[src/rtl/rtc_irq_pkg.sv]
package rtc_irq_pkg;
    localparam int unsigned IRQ_SRC_N    = 5;
    localparam int unsigned SRC_READY    = 0;
    localparam int unsigned SRC_INTERVAL = 1;
    localparam int unsigned SRC_ALARM    = 2;
    localparam int unsigned SRC_TICK0    = 3;
    localparam int unsigned SRC_TICK1    = 4;

    typedef enum logic {
        MODE_CALENDAR = 1'b0,
        MODE_COUNTER  = 1'b1
    } rtc_mode_e;

    // Bits that do not exist as sources in counter mode.
    localparam logic [IRQ_SRC_N-1:0] CNT_HOLD_DEFAULT =
        IRQ_SRC_N'((1 << SRC_READY) | (1 << SRC_ALARM));
endpackage

[src/rtl/rtc_irq_flag_bank.sv]
module rtc_irq_flag_bank #(
    parameter int unsigned NSRC = 5
) (
    input  logic            clk,
    input  logic            rst_n,
    input  logic [NSRC-1:0] evt,
    input  logic [NSRC-1:0] clr,
    input  logic [NSRC-1:0] hold,
    output logic [NSRC-1:0] q
);
    for (genvar gi = 0; gi < NSRC; gi++) begin : g_flag
        always_ff @(posedge clk) begin
            if (!rst_n)
                q[gi] <= 1'b0;
            else if (hold[gi])
                q[gi] <= 1'b0;
            else if (evt[gi])
                q[gi] <= 1'b1;
            else if (clr[gi])
                q[gi] <= 1'b0;
        end


        ev_wins_chk: assert property (@(posedge clk) disable iff (!rst_n)
            (evt[gi] && !hold[gi]) |=> q[gi]);


        held_clear_chk: assert property (@(posedge clk) disable iff (!rst_n)
            hold[gi] |=> !q[gi]);
    end
endmodule

[src/rtl/rtc_irq_prio_enc.sv]
module rtc_irq_prio_enc #(
    parameter int unsigned NSRC  = 5,
    parameter int unsigned VEC_W = 4
) (
    input  logic             clk,
    input  logic             rst_n,
    input  logic [NSRC-1:0]  active,
    output logic [NSRC-1:0]  grant,
    output logic [VEC_W-1:0] vec,
    output logic             req
);
    logic found;

    always_comb begin
        grant = '0;
        vec   = '0;
        found = 1'b0;
        for (int i = 0; i < NSRC; i++) begin
            if (active[i] && !found) begin
                grant[i] = 1'b1;
                vec      = VEC_W'(2 * (i + 1));
                found    = 1'b1;
            end
        end
    end

    assign req = |active;


    vec_even_chk: assert property (@(posedge clk) disable iff (!rst_n)
        vec[0] == 1'b0);


    req_has_vec_chk: assert property (@(posedge clk) disable iff (!rst_n)
        req == (vec != '0));
endmodule

[src/rtl/rtc_irq_vector.sv]
module rtc_irq_vector
    import rtc_irq_pkg::*;
#(
    parameter int unsigned NSRC = IRQ_SRC_N,
    parameter logic [NSRC-1:0] HOLD_MASK = CNT_HOLD_DEFAULT,
    localparam int unsigned VEC_W = $clog2(2 * NSRC + 1)
) (
    input  logic             clk,
    input  logic             rst_n,
    input  logic             mode_cnt,
    input  logic [NSRC-1:0]  src_evt,
    input  logic [NSRC-1:0]  src_en,
    input  logic             vec_access,
    input  logic             sw_clr_we,
    input  logic [NSRC-1:0]  sw_clr_mask,
    output logic             irq_o,
    output logic [VEC_W-1:0] vec_o,
    output logic [NSRC-1:0]  flags_o
);
    rtc_mode_e       mode;
    logic [NSRC-1:0] hold;
    logic [NSRC-1:0] eff_en;
    logic [NSRC-1:0] active;
    logic [NSRC-1:0] grant;
    logic [NSRC-1:0] clr;

    assign mode   = rtc_mode_e'(mode_cnt);
    assign hold   = (mode == MODE_COUNTER) ? HOLD_MASK : '0;
    assign eff_en = src_en & ~hold;
    assign active = flags_o & eff_en;
    assign clr    = (sw_clr_we ? sw_clr_mask : '0) | (vec_access ? grant : '0);

    rtc_irq_flag_bank #(.NSRC(NSRC)) u_flags (
        .clk   (clk),
        .rst_n (rst_n),
        .evt   (src_evt),
        .clr   (clr),
        .hold  (hold),
        .q     (flags_o)
    );

    rtc_irq_prio_enc #(.NSRC(NSRC), .VEC_W(VEC_W)) u_enc (
        .clk    (clk),
        .rst_n  (rst_n),
        .active (active),
        .grant  (grant),
        .vec    (vec_o),
        .req    (irq_o)
    );


    access_one_chk: assert property (@(posedge clk) disable iff (!rst_n)
        (vec_access && !sw_clr_we && src_evt == '0 && (flags_o & hold) == '0)
        |=> flags_o == $past(flags_o & ~grant));


    flag_keep_chk: assert property (@(posedge clk) disable iff (!rst_n)
        (!vec_access && !sw_clr_we && !mode_cnt)
        |=> (flags_o & $past(flags_o)) == $past(flags_o));


    masked_quiet_chk: assert property (@(posedge clk) disable iff (!rst_n)
        ((flags_o & src_en) == '0) |-> (!irq_o && vec_o == '0));
endmodule

[config.mk]
export PLATFORM = sky130hd
export DESIGN_NAME = rtc_irq_vector
export DESIGN_NICKNAME = d
export VERILOG_FILES = /design/src/rtl/rtc_irq_pkg.sv /design/src/rtl/rtc_irq_flag_bank.sv /design/src/rtl/rtc_irq_prio_enc.sv /design/src/rtl/rtc_irq_vector.sv
export SDC_FILE = /design/constraint.sdc
export NUM_CORES = 1
export LEC_CHECK = 0
export ABC_AREA = 0
export BUFFER_PORTS_ARGS = -buffer_cell sky130_fd_sc_hd__clkbuf_2
export CAP_MARGIN = 20
export CORE_AREA = 2 2 39 41
export DETAILED_ROUTE_END_ITERATION = 6
export DIE_AREA = 0 0 41 43
export PLACE_DENSITY = 0.71
export SYNTH_ARGS = -nofsm -noshare
export SYNTH_HDL_FRONTEND = slang
export SYNTH_SLANG_ARGS = --single-unit
[constraint.sdc]
create_clock -name clk -period 1.1 [get_ports clk]
set_input_delay 0.055 -clock clk [delete_from_list [all_inputs] [get_ports clk]]
set_output_delay 0.055 -clock clk [all_outputs]
set_load 0.02 [all_outputs]
== Yosys cells after proc, flatten, opt, wreduce, memory -nomap -nowiden ==
Cells that the tools add are included.

* Flip-flop bits (word level): 5
* Input port bits: 20
* Logic and storage cells: 55

* Multiplexer cells: 26
* Bitwise gates (word level): 5
* Reductions and logical operators: 19

{| class="wikitable"
|+ Operators by type and width
! cell !! number
|-
| $mux W1 || 18
|-
| $and A5 B5 Y5 || 2
|-
| $mux W5 || 2
|-
| $reduce_bool A2 Y1 || 5
|-
| $reduce_or A2 Y1 || 5
|-
| $mux W3 || 3
|-
| $mux W4 || 2
|-
| $not A3 Y5 || 1
|-
| $or A5 B5 Y5 || 1
|-
| $reduce_or A5 Y1 || 1
|-
| $logic_and A1 B1 Y1 || 4
|-
| $logic_not A1 Y1 || 4
|-
| $mux W2 || 1
|-
| $not A1 Y1 || 1
|}

== Longest topological paths before layout ==
* Depth after elaboration: 21
* Depth in mapped cells: 3
* Depth with buffers taken out: 3

== Hierarchy ==
From an unflattened synthesis, not the netlist that was laid out.

* Cell total of the unflattened synthesis: 47
* Area total of the unflattened synthesis: 379.1 um^2

{| class="wikitable"
|+ By module, submodules not included
! module !! times used !! cells an instance !! area an instance (um^2) !! sequential area each (um^2)
|-
| rtc_irq_flag_bank || 1 || 20 || 200.2 || 100.1
|-
| rtc_irq_prio_enc || 1 || 16 || 95.1 || 0.0
|-
| rtc_irq_vector || 1 || 11 || 83.8 || 0.0
|}

== Worst setup path before layout ==
No wires, ideal clock.

* Path kind: register to output
* From: register u_flags.q[2]
* To: output vec_o[2]
* Data arrival time: 1,124 ps
* Data required time: 1,045 ps
* Path slack: -79 ps
* Cell stages (with the launch flop): 3
* Cells stage by stage: dfxtp_1 nand3b_4 a21boi_0

* Longest elaborated chain between the ends: 9

{| class="wikitable"
|+ RTL lines
! item !! line !! source
|-
| from (decl) || rtc_irq_flag_bank.sv:9 || <nowiki>output logic [NSRC-1:0] q</nowiki>
|-
| from (signal, indexed assignment) || rtc_irq_flag_bank.sv:14 || <nowiki>q[gi] <= 1'b0;</nowiki>
|-
| from (signal, indexed assignment) || rtc_irq_flag_bank.sv:16 || <nowiki>q[gi] <= 1'b0;</nowiki>
|-
| from (signal, indexed assignment) || rtc_irq_flag_bank.sv:18 || <nowiki>q[gi] <= 1'b1;</nowiki>
|-
| $and A5 B5 Y5 * || rtc_irq_vector.sv:30 || <nowiki>assign active = flags_o & eff_en;</nowiki>
|-
| $logic_and A1 B1 Y1 * || rtc_irq_prio_enc.sv:19 || <nowiki>if (active[i] && !found) begin</nowiki>
|-
| $mux W1 || rtc_irq_prio_enc.sv:19 ||
|-
| $logic_not A1 Y1 || rtc_irq_prio_enc.sv:19 ||
|-
| $logic_and A1 B1 Y1 || rtc_irq_prio_enc.sv:19 ||
|-
| $mux W1 || rtc_irq_prio_enc.sv:19 ||
|-
| $logic_not A1 Y1 || rtc_irq_prio_enc.sv:19 ||
|-
| $logic_and A1 B1 Y1 || rtc_irq_prio_enc.sv:19 ||
|-
| $mux W4 * || rtc_irq_prio_enc.sv:19 ||
|-
| to (decl) || rtc_irq_vector.sv:17 || <nowiki>output logic [VEC_W-1:0] vec_o,</nowiki>
|}

Every way passes the cells marked *; elsewhere a longest branch is shown, timed or not.

== Worst setup path after layout ==
* From: register u_flags.q[3]
* To: output vec_o[1]

* Longest elaborated chain between the ends: 6

{| class="wikitable"
|+ RTL lines
! item !! line
|-
| $and A5 B5 Y5 * || rtc_irq_vector.sv:30
|-
| $logic_and A1 B1 Y1 * || rtc_irq_prio_enc.sv:19
|-
| $mux W1 || rtc_irq_prio_enc.sv:19
|-
| $logic_not A1 Y1 || rtc_irq_prio_enc.sv:19
|-
| $logic_and A1 B1 Y1 || rtc_irq_prio_enc.sv:19
|-
| $mux W4 * || rtc_irq_prio_enc.sv:19
|}

Marked as above.

==> results.ini <==
[status]
failed_checks=setup timing
status=finished with violations

[power_and_ir_drop]
pwr-share-comb_pct=32.9
vdd_drop_max_mv=0.652
p_sw_share_pct=31.7
power_frac_seq_pct=32.1
power_switching_w=0.000204
p_int_w=0.000439
leakage_nw=0.341
p_per_area_mw_per_mm2=1040
p_clk_share_pct=35.0

[floorplan]
start_util_pct=25.2
core_sq_mm=0.00138
die_area_sq_mm=0.00176
die_h_um=43
placementRows=14
ios=30
die_w_um=41

[synthesis]
yosysWarnings=0
synth-seq-area-share_pct=28.7
synth_area_sq_um=349
synthesis.nets=60
ys_types=24
synth_area_leaders=dfxtp_1 (29%), nand3b_4 (11%), a21bo_2 (5.7%)
synth_seq_cells=5
synth_cells=40
avgSynthCellArea_sq_um=8.73
synth_top_area_share_pct=28.7
yosysTopAreaCell=dfxtp_1

[sta]
setup_ws_ns=-0.0525
period_needed_ns=1.15
skew_ns=0.00446
rsz0062_at_grt=yes
final_max_slew_viol_count=0
fin_hold_ws_ns=0.0162
setup_viol=5
fmax_mhz=868
tns_ns=-0.131
hold_violations=0
fin_crit_sh_pct=105

[worst_setup_path]
arrival_ns=1.10
crit_path_max_fanout=2
cp-start-kind=flop
crit_path_end_kind=primary output
worst_ep_required_time_ns=1.04
critPathKind=reg2out

[clock_tree]
clk_pin_slew_worst_paths_ns=0.04
htreeDepth=1
cts_tree=built
root_buffer=clkbuf_4
clk_path_buf_depth=2
cts_hold_buf=0
clkSinkCount=5
cts_made_buffers=3
worst_skew_pair.late_latency_ns=0.25

[place]
port_buffers=28
finalWeightedCongestion=0.754
place_hpwl_um=799
dpl_cell_area_sq_um=504

[global_routing]
grt_max_degree=6
grt_first_pass_wirelength_um=1590
grtUsageTotal_pct=13.7
grt_overflow=0
grt_pass1_vias=396
antenna_found_initial=0

[final_layout]
regMostFlops=u_flags.q
largest_reg_flops=5
top_regs=u_flags.q x5
finalInstanceArea_sq_um=617
area_growth_pct=76.7
diodes=0
drive_gt1_share_pct=68.9
final_nets=95
fillerInstances=139

[route]
drc_errors=0
detail-route-antenna-nets=0
drt-total-wl_um=1100
wl_per_cell_um=12.2
routed-via-count=459
vias_per_cell=5.10
drt-pass1-iter-count=4
drt_iter0_markers=4

[worst_hold_path]
hold_class=in2reg

[flow_run]
drv_cap=0

power by group through the flow:
stage	clock network (W)	logic (W)	registers [W]
finish	0.000225	0.000212	0.000206
detailed placement	0	0.000168	0.000208
CTS	0.000229	0.000185	0.000205
global route	0.000239	0.000229	0.000207
global placement	0	0.000166	0.000207
floorplan	0	0.0000811	0.000221
synthesized netlist by cell type:
library cell,count
a2111oi_2,1
a21bo_2,2
a21boi_0,2
a21o_1,1
a21oi_1,3
a22oi_1,1
a31oi_1,1
a41oi_1,1
and2_1,1
and3_4,1
buf_4,1
conb_1,1
dfxtp_1,5
inv_1,2
nand2_1,5
nand2b_1,1
nand3_1,1
nand3b_1,1
nand3b_4,2
nor2_1,2
nor3_1,1
o21a_1,1
o21ai_0,2
o311a_1,1
timing repair:
item,4_1_cts,5_1_grt
resized for setup,11,10
buffers inserted,1,2
pin swaps,2,4
endpoints found under the setup margin,4,4
metrics by stage:
stage	utilization, %	total power, W	instances	worst slack, ns
floorplan	-	0.000302	40	0.0516
global placement	36.4	0.000373	83	0.0939
detailed placement	36.4	0.000375	83	0.0758
CTS	41.0	0.000620	88	-0.0590
global route	44.6	0.000675	90	-0.0970
finish	44.6	0.000642	90	-0.0525
kinds of logic (layout without fill, tap and decap cells):
group                  after synthesis  in the layout  share of synthesized area [%]
and+or+nand+nor                     15             15                           30.8
DFF                                  5              5                           28.7
other                                1              1                           1.07
buffers and inverters                3             37                           4.30
AOI/OAI and AO/OA                   16             16                           35.1
cells in the final DEF (no fill, tap or decap), types with 2 or more instances in the layout:
master,n
nand3b_4,2
dfxtp_2,5
inv_1,2
clkbuf_2,24
a21bo_2,2
nand2_1,2
nor2_1,2
a21oi_1,3
nand2_2,3
clkbuf_4,4
buf_4,4
path summary, 6_finish.rpt:
path,start,endpoint,slack [ns],depth (start not counted)
min reg2reg,u_flags.q[0]$_SDFFE_PP0P_,u_flags.q[0]$_SDFFE_PP0P_,0.55,2
min,src_evt[1],u_flags.q[1]$_SDFFE_PN0P_,0.02,2
max,u_flags.q[3]$_SDFFE_PN0P_,vec_o[1],-0.05,4
max reg2reg,u_flags.q[0]$_SDFFE_PP0P_,u_flags.q[3]$_SDFFE_PN0P_,0,4
layout make-up:
cell class | instances | area [sq um] | share of cell area [%]
Sequential cell | 5 | 106 | 17.2
Timing Repair Buffer | 31 | 184 | 29.8
Clock buffer | 4 | 26.3 | 4.26
Tap cell | 16 | 20.0 | 3.25
Multi-Input combinational cell | 32 | 273 | 44.2
Inverter | 2 | 7.51 | 1.22
per-layer routing:
layer | share of wire, % | track usage, % | up-vias
li1 | - | - | 215
met1 | 40 | 15.2 | 219
met2 | 47 | 19.7 | 21
met3 | 11 | 8.38 | 4
met4 | 1.6 | 6.67 | 0
met5 | 0 | 0 | -
worst max-delay path: stages (launching register included):
cell     delay, ns
dfxtp_2       0.33
and2_4        0.14
o21ai_2       0.05
a21bo_2       0.20
buf_8         0.12
Note: power is estimated with default switching activity, not from simulation.
